## src/rtl/flash_dual_fetch.sv

```systemverilog
module flash_dual_fetch #(
  parameter logic [7:0] OPCODE = 8'h3B,
  parameter int DIV    = 2,
  parameter int CS_GAP = 4,
  parameter int LEN_W  = 16
) (
  input  logic             clk,
  input  logic             rst_n,
  input  logic             req_valid,
  output logic             req_ready,
  input  logic [23:0]      req_addr,
  input  logic [LEN_W-1:0] req_len,
  output logic             out_valid,
  input  logic             out_ready,
  output logic [7:0]       out_data,
  output logic             fl_cs_n,
  output logic             fl_sck,
  output logic             fl_io0_o,
  output logic             fl_io0_oe,
  input  logic             fl_io0_i,
  input  logic             fl_io1_i
);

  localparam int HDR_CLKS = 40;
  localparam int DIV_W    = (DIV > 1) ? $clog2(DIV) : 1;
  localparam int GAP_W    = (CS_GAP > 1) ? $clog2(CS_GAP) : 1;

  typedef enum logic [1:0] {S_IDLE, S_RUN, S_GAP} st_t;

  st_t              st;
  logic [DIV_W-1:0] div_cnt;
  logic [GAP_W-1:0] gap_cnt;
  logic [39:0]      tx_sr;
  logic [5:0]       hdr_cnt;
  logic             data_ph;
  logic [1:0]       pair;
  logic [5:0]       rx_sr;
  logic [LEN_W-1:0] left;
  logic             tick, stall;

  assign tick      = div_cnt == DIV_W'(DIV - 1);
  assign stall     = data_ph && !fl_sck && pair == 2'd0 && out_valid && !out_ready;
  assign req_ready = st == S_IDLE && !out_valid;
  assign fl_io0_o  = tx_sr[39];

  always_ff @(posedge clk or negedge rst_n) begin
    if (!rst_n) begin
      st        <= S_IDLE;
      fl_cs_n   <= 1'b1;
      fl_sck    <= 1'b0;
      fl_io0_oe <= 1'b0;
      tx_sr     <= '0;
      hdr_cnt   <= '0;
      data_ph   <= 1'b0;
      pair      <= '0;
      rx_sr     <= '0;
      left      <= '0;
      div_cnt   <= '0;
      gap_cnt   <= '0;
      out_valid <= 1'b0;
      out_data  <= '0;
    end else begin
      if (out_valid && out_ready) out_valid <= 1'b0;
      case (st)
        S_IDLE: begin
          if (req_valid && req_ready && req_len != '0) begin
            st        <= S_RUN;
            fl_cs_n   <= 1'b0;
            fl_io0_oe <= 1'b1;
            tx_sr     <= {OPCODE, req_addr, 8'h00};
            hdr_cnt   <= '0;
            data_ph   <= 1'b0;
            pair      <= '0;
            left      <= req_len;
            div_cnt   <= '0;
          end
        end
        S_RUN: begin
          if (!tick) begin
            div_cnt <= div_cnt + 1'b1;
          end else if (!stall) begin
            div_cnt <= '0;
            if (!fl_sck) begin
              fl_sck <= 1'b1;
              if (data_ph) begin
                rx_sr <= {rx_sr[3:0], fl_io1_i, fl_io0_i};
                pair  <= pair + 1'b1;
                if (pair == 2'd3) begin
                  out_data  <= {rx_sr, fl_io1_i, fl_io0_i};
                  out_valid <= 1'b1;
                  left      <= left - 1'b1;
                end
              end
            end else begin
              fl_sck <= 1'b0;
              if (!data_ph) begin
                tx_sr   <= {tx_sr[38:0], 1'b0};
                hdr_cnt <= hdr_cnt + 1'b1;
                if (hdr_cnt == 6'(HDR_CLKS - 1)) begin
                  data_ph   <= 1'b1;
                  fl_io0_oe <= 1'b0;
                end
              end else if (pair == 2'd0 && left == '0) begin
                st      <= S_GAP;
                fl_cs_n <= 1'b1;
                gap_cnt <= '0;
              end
            end
          end
        end
        S_GAP: begin
          if (gap_cnt == GAP_W'(CS_GAP - 1)) st <= S_IDLE;
          else gap_cnt <= gap_cnt + 1'b1;
        end
        default: st <= S_IDLE;
      endcase
    end
  end

endmodule

```

## config.mk

```make
export PLATFORM = sky130hd
export DESIGN_NAME = flash_dual_fetch
export DESIGN_NICKNAME = d
export VERILOG_FILES = /design/src/rtl/flash_dual_fetch.sv
export SDC_FILE = /design/constraint.sdc
export NUM_CORES = 1
export LEC_CHECK = 0
export ABC_AREA = 0
export BUFFER_PORTS_ARGS = -buffer_cell sky130_fd_sc_hd__buf_2
export CORE_ASPECT_RATIO = 0.5
export CORE_MARGIN = 2
export CORE_UTILIZATION = 57
export CTS_CLUSTER_SIZE = 10
export DETAILED_ROUTE_END_ITERATION = 10
export GPL_TIMING_DRIVEN = 0
export PLACE_DENSITY_LB_ADDON = 0.08
export SLEW_MARGIN = 0
export SYNTH_ARGS = -nofsm -noshare
export SYNTH_HDL_FRONTEND = slang
export SYNTH_SLANG_ARGS = --single-unit
```

## constraint.sdc

```tcl
create_clock -name clk -period 2.5 [get_ports clk]
set_clock_uncertainty 0.2 [all_clocks]
set_input_delay 0.125 -clock clk [delete_from_list [all_inputs] [get_ports clk]]
set_output_delay 0.125 -clock clk [all_outputs]
set_load 0.01 [all_outputs]
```

# Word-level counts from Yosys, hierarchy flattened
# Cells that the tools add are included.
# totals
reg_bits,88
inputBits,46
output_inout_bits,14
# classes
addsub,5
eq_ne,17
muxes,71
n_bitwise,2
reduce_logical,30
# ops
op,count
$mux 40,5
$mux 16,6
$pmux 40 s2,1
$mux 2,18
$reduce_and 7->1,5
$pmux 16 s2,1
$mux 6,5
$mux 1,27
$ne 2x2->1 const B,11
$reduce_and 6->1,3
$logic_not 16->1,1
$reduce_bool 16->1,1
$sub 16x1->16 const B,1
$pmux 6 s2,1
$reduce_and 5->1,2
$logic_and 1x1->1,9
$pmux 1 s2,4
$pmux 2 s2,2
$add 6x1->6 const B,1
$eq 2x2->1 const B,3
$eq 6x6->1 const B,1
$pmux 2 s3,1
$add 2x1->2 const B,2
$logic_not 2->1,2
other kinds (8),12

# Longest topological paths before layout
# logic_depth
word_depth,8
mapped_depth,9

# Least setup slack after synthesis
# OpenSTA, ideal clock, no wires.
# synth_path
kind,flip-flop to flip-flop
start,register left[0]
end,register gap_cnt[0]
arrival_time_ns,1.762
slack_ns,0.404
path_stages_with_launch,8
cell_sequence,dfrtp_1 > inv_1 > ha_1 > nor3b_2 > nand2_1 > or4_4 > o21ai_0 > a221oi_1
# synth_via
elab_chain_cells,4
# synth_rtl
item,line_no,rtl
"start, declared",38,logic [LEN_W-1:0] left;
"start signal, assigned",74,left <= req_len;
"start signal, assigned",91,left <= left - 1'b1;
$logic_not 16->1,103,end else if (pair == 2'd0 && left == '0) begin
$logic_and 1x1->1,103,
$ne 2x2->1 (no source line),n/a,
$reduce_and 7->1 (no source line),n/a,
"end signal, assigned",113,else gap_cnt <= gap_cnt + 1'b1;
"end, declared",32,logic [GAP_W-1:0] gap_cnt;
# Every way passes these cells.
# A chain may end at the register's enable or synchronous reset.

# Final worst setup path
# layout_path
start,register left[0]
end,register gap_cnt[1]
# Same word-level chain as after synthesis.

==> qor.txt <==
Site row count -> 21
Predominant post-synthesis flop cell -> sky130_fd_sc_hd__dfrtp_1
Worst slew pin tran -> 846 ps
Max cap viols -> 0
Top cells by area, synth -> sky130_fd_sc_hd__dfrtp_1 51%, sky130_fd_sc_hd__mux2i_1 6.1%, sky130_fd_sc_hd__o21ai_0 6.1%, sky130_fd_sc_hd__nand2_1 4.6%, sky130_fd_sc_hd__mux2_2 4.0%
Pwr dens -> 933 nW/um2
Multiplexer fraction of the synthesized cell area -> 10.2%
Synth Area in XOR/XNOR -> 1.12%
CP Capture Type -> flip-flop
Max Transition Viols Final -> 0
Antenna Nets Post-Route -> 0
Post-route worst hold slack -> -5.90 ps
Required time at the endpoint of the critical path -> 2510 ps
Fraction of the mapped netlist area in compound gates -> 15.3%
Ratio of cells with drive above 1 in the final layout -> 23.0%
Number of diodes -> 0
Simple-gate share of the synthesized area -> 16.9%
Critical path buffer and inverter count -> 1
Worst reg-to-reg setup slack -> 120 ps
Placed Cells -> 546
Vias -> 3490
Via/cell ratio -> 5.81
Slowest cell delay on critical path -> 550 ps
Synthesized area -> 3910 um2
Seq cells post-synth -> 80
Routed wire length per instance -> 16.7 um
Average cell area after synthesis -> 9.92 um2
Cell-by-cell trace of the critical path -> inv_1, ha_1, nor3b_4, nand2_2, or4_4, o21ai_0, a21oi_1
Maximum clock rate -> 0.421 GHz
Fraction of registers with async set/reset -> 100%
Number of clock sinks -> 80
Routability congestion estimate -> 0.883
Number of library cell types mapped by synthesis -> 57
Count of H-tree levels built during CTS -> 3
Remaining Overflow, GRT -> 0
Die outline width -> 121 um
Dominant combinational cell family by area after synthesis -> simple AND/OR/NAND/NOR gates
Classification of the worst-slack hold path -> in -> reg
Yosys Warn Count -> 0
Area of the core -> 6650 um2
Clock slew at reported path FFs -> 60 ps
Ports -> 60
Cell at the root of the clock tree -> sky130_fd_sc_hd__clkbuf_16
Worst VDD drop -> 0.000599 V
Static leakage -> 2.40 nW
Utilization after layout -> 75.8%
Number of flops mapped to enable cells by yosys -> 0
Ratio of final minimum period to clock period -> 95.0%
Routed wire length -> 10100 um
First-pass GRT wire length -> 17000 um
CP top delay family -> simple AND/OR/NAND/NOR gates
Most common library cell in the layout ignoring fill and taps -> sky130_fd_sc_hd__dfrtp_1
Area of the die -> 7580 um2
Status -> complete, but fails checks
Post-synth top area share -> 50.6%
Buffer levels on the longest clock path -> 2
Adder-cell share of the synthesized area -> 1.60%
Multi-input gate area in the final layout -> 1780 um2
DRC violations left -> 0
CTS tree -> built
Number of iterations in the first detailed-routing pass -> 5
Final Non-Filler Cells -> 601
Die H -> 62.6 um
Number of antenna violations at the first check in global routing -> 0
Worst Setup Path Type -> reg -> reg
Post-Place Setup Slack -> 49.7 ps
Overall global routing resource usage -> 28.9%
Violations in the final reports -> negative hold slack
Clock Latency Late Sink -> 340 ps
Sort of element at the start of the critical path -> flip-flop
PnR worst setup slack -> 124 ps
Number of hold violations in the final report -> 1
Maximum number of pins on one net before global-route repair -> 50
Max-slew headroom -> 43.6%
Number of global-route vias before repair -> 3500
CP max stage cell -> sky130_fd_sc_hd__or4_4
Post-Synthesis Cells -> 394
Cell taking the most area after synthesis -> sky130_fd_sc_hd__dfrtp_1
Most frequent cells in the layout -> 79 x sky130_fd_sc_hd__dfrtp_1, 66 x sky130_fd_sc_hd__buf_2, 48 x sky130_fd_sc_hd__o21ai_0
Total chip power -> 0.00470 W
CP Max Fanout -> 6
Final-stage net count -> 555
Tmin final -> 2380 ps
Data arrival time of the worst path -> 2390 ps
TritonCTS buffer count -> 9
Iteration-0 DRC count of the detailed router -> 324
Total setup violations reported at the end of the flow -> 0
Area Growth Syn to Fin -> 28.9%
Post-synthesis sequential area ratio -> 51.2%
HPWL after detailed placement -> 6430 um
Area taken by flip-flops and latches -> 2000 um2
Number of port buffers -> 59
Net count after synthesis -> 445
Fillers -> 422
Initial core utilization -> 58.8%
power by group:
part           switching [W]  total, W  internal [W]
logic               0.000747   0.00134      0.000591
clock network       0.000548   0.00125      0.000707
registers           0.000377   0.00211       0.00173
worst min-delay path, cell delays in order:
cell and delay, ps:
sky130_fd_sc_hd__buf_2 110, sky130_fd_sc_hd__nand2_1 70, sky130_fd_sc_hd__o41a_1 120, sky130_fd_sc_hd__o21ai_0 60
layout make-up:
class                      count  share of cell area, %
clock inverter                 5                  0.770
tap                           92                   2.28
multi-input combinational    282                   35.3
buffer                        23                   2.21
inverter                       8                  0.596
sequential                    80                   39.8
clock buffer                  11                   4.82
timing repair buffer         100                   14.3
cell families (layout without fill, tap and decap cells):
family,Yosys count,in the layout
simple gates,133,133
compound gates,101,101
flops,80,80
mux,38,38
buf+inv,32,147
fa+ha+maj,5,5
xor+xnor,5,5
cell usage after synthesis, types with 2 or more instances:
cell,instances
sky130_fd_sc_hd__nor2b_1,2
sky130_fd_sc_hd__nand2_1,48
sky130_fd_sc_hd__and2_1,2
sky130_fd_sc_hd__dfrtp_1,79
sky130_fd_sc_hd__buf_1,3
sky130_fd_sc_hd__a21oi_1,22
sky130_fd_sc_hd__nor3_1,9
sky130_fd_sc_hd__o22ai_1,3
sky130_fd_sc_hd__nand4_1,4
sky130_fd_sc_hd__nand4b_1,2
sky130_fd_sc_hd__or4_4,2
sky130_fd_sc_hd__nand3_1,2
sky130_fd_sc_hd__a31oi_1,5
sky130_fd_sc_hd__and3b_1,2
sky130_fd_sc_hd__ha_1,5
sky130_fd_sc_hd__buf_2,8
sky130_fd_sc_hd__mux2_2,14
sky130_fd_sc_hd__clkbuf_1,11
sky130_fd_sc_hd__nor2_1,38
sky130_fd_sc_hd__mux2i_1,24
sky130_fd_sc_hd__o21a_1,3
sky130_fd_sc_hd__inv_1,8
sky130_fd_sc_hd__nor4_1,7
sky130_fd_sc_hd__xor2_1,4
sky130_fd_sc_hd__o22a_1,3
sky130_fd_sc_hd__o211ai_1,4
sky130_fd_sc_hd__or3_1,3
sky130_fd_sc_hd__o21ai_0,48
final timing paths:
| check | start | endpoint | cells after the start |
|---|---|---|---|
| worst max-delay path | left[0] | gap_cnt[1] | 7 |
| worst min-delay path | req_len[8] | left[8] | 4 |
| worst max register to register | left[0] | gap_cnt[1] | 7 |
| worst min register to register | tx_sr[30] | tx_sr[30] | 2 |
| max in group asynchronous | rst_n | hdr_cnt[3] | 3 |
| min in group asynchronous | rst_n | left[10] | 2 |
layer usage:
layer	vias to the layer above	track usage [%]	wire length [um]	share of wire, %
li1	1618	-	-	-
met1	1705	37.3	4390	44
met2	147	47.9	4890	49
met3	20	8.30	623	6.2
met4	0	8.14	163	1.6
met5	-	0	0	0
per-stage QoR:
step           instance area, um2  setup TNS (ps)
6_report                     5040               0
5_1_grt                      5040           -7.07
4_1_cts                      5010               0
3_5_place_dp                 4350               0
3_3_place_gp                 4320               0
2_1_floorplan                3910               0
repair_timing:
| action | CTS | global route |
|---|---|---|
| buffers inserted | 0 | 2 |
| hold buffers | 38 | 0 |
| resized for setup | 0 | 9 |
| hold endpoints to repair | 119 | 0 |
| setup endpoints to repair | 0 | 29 |
flip-flops by register name (all words and copies together), names as in the netlist:
| signal | count |
|---|---|
| tx_sr | 32 |
| pair | 2 |
| left | 16 |
| out_data | 8 |
| div_cnt | 1 |
| out_valid | 1 |
| st | 2 |
| data_ph | 1 |
| gap_cnt | 2 |
| rx_sr | 6 |
| fl_sck | 1 |
| fl_cs_n | 1 |
| fl_io0_oe | 1 |
| hdr_cnt | 6 |
Power figures use the tool's default switching activity.
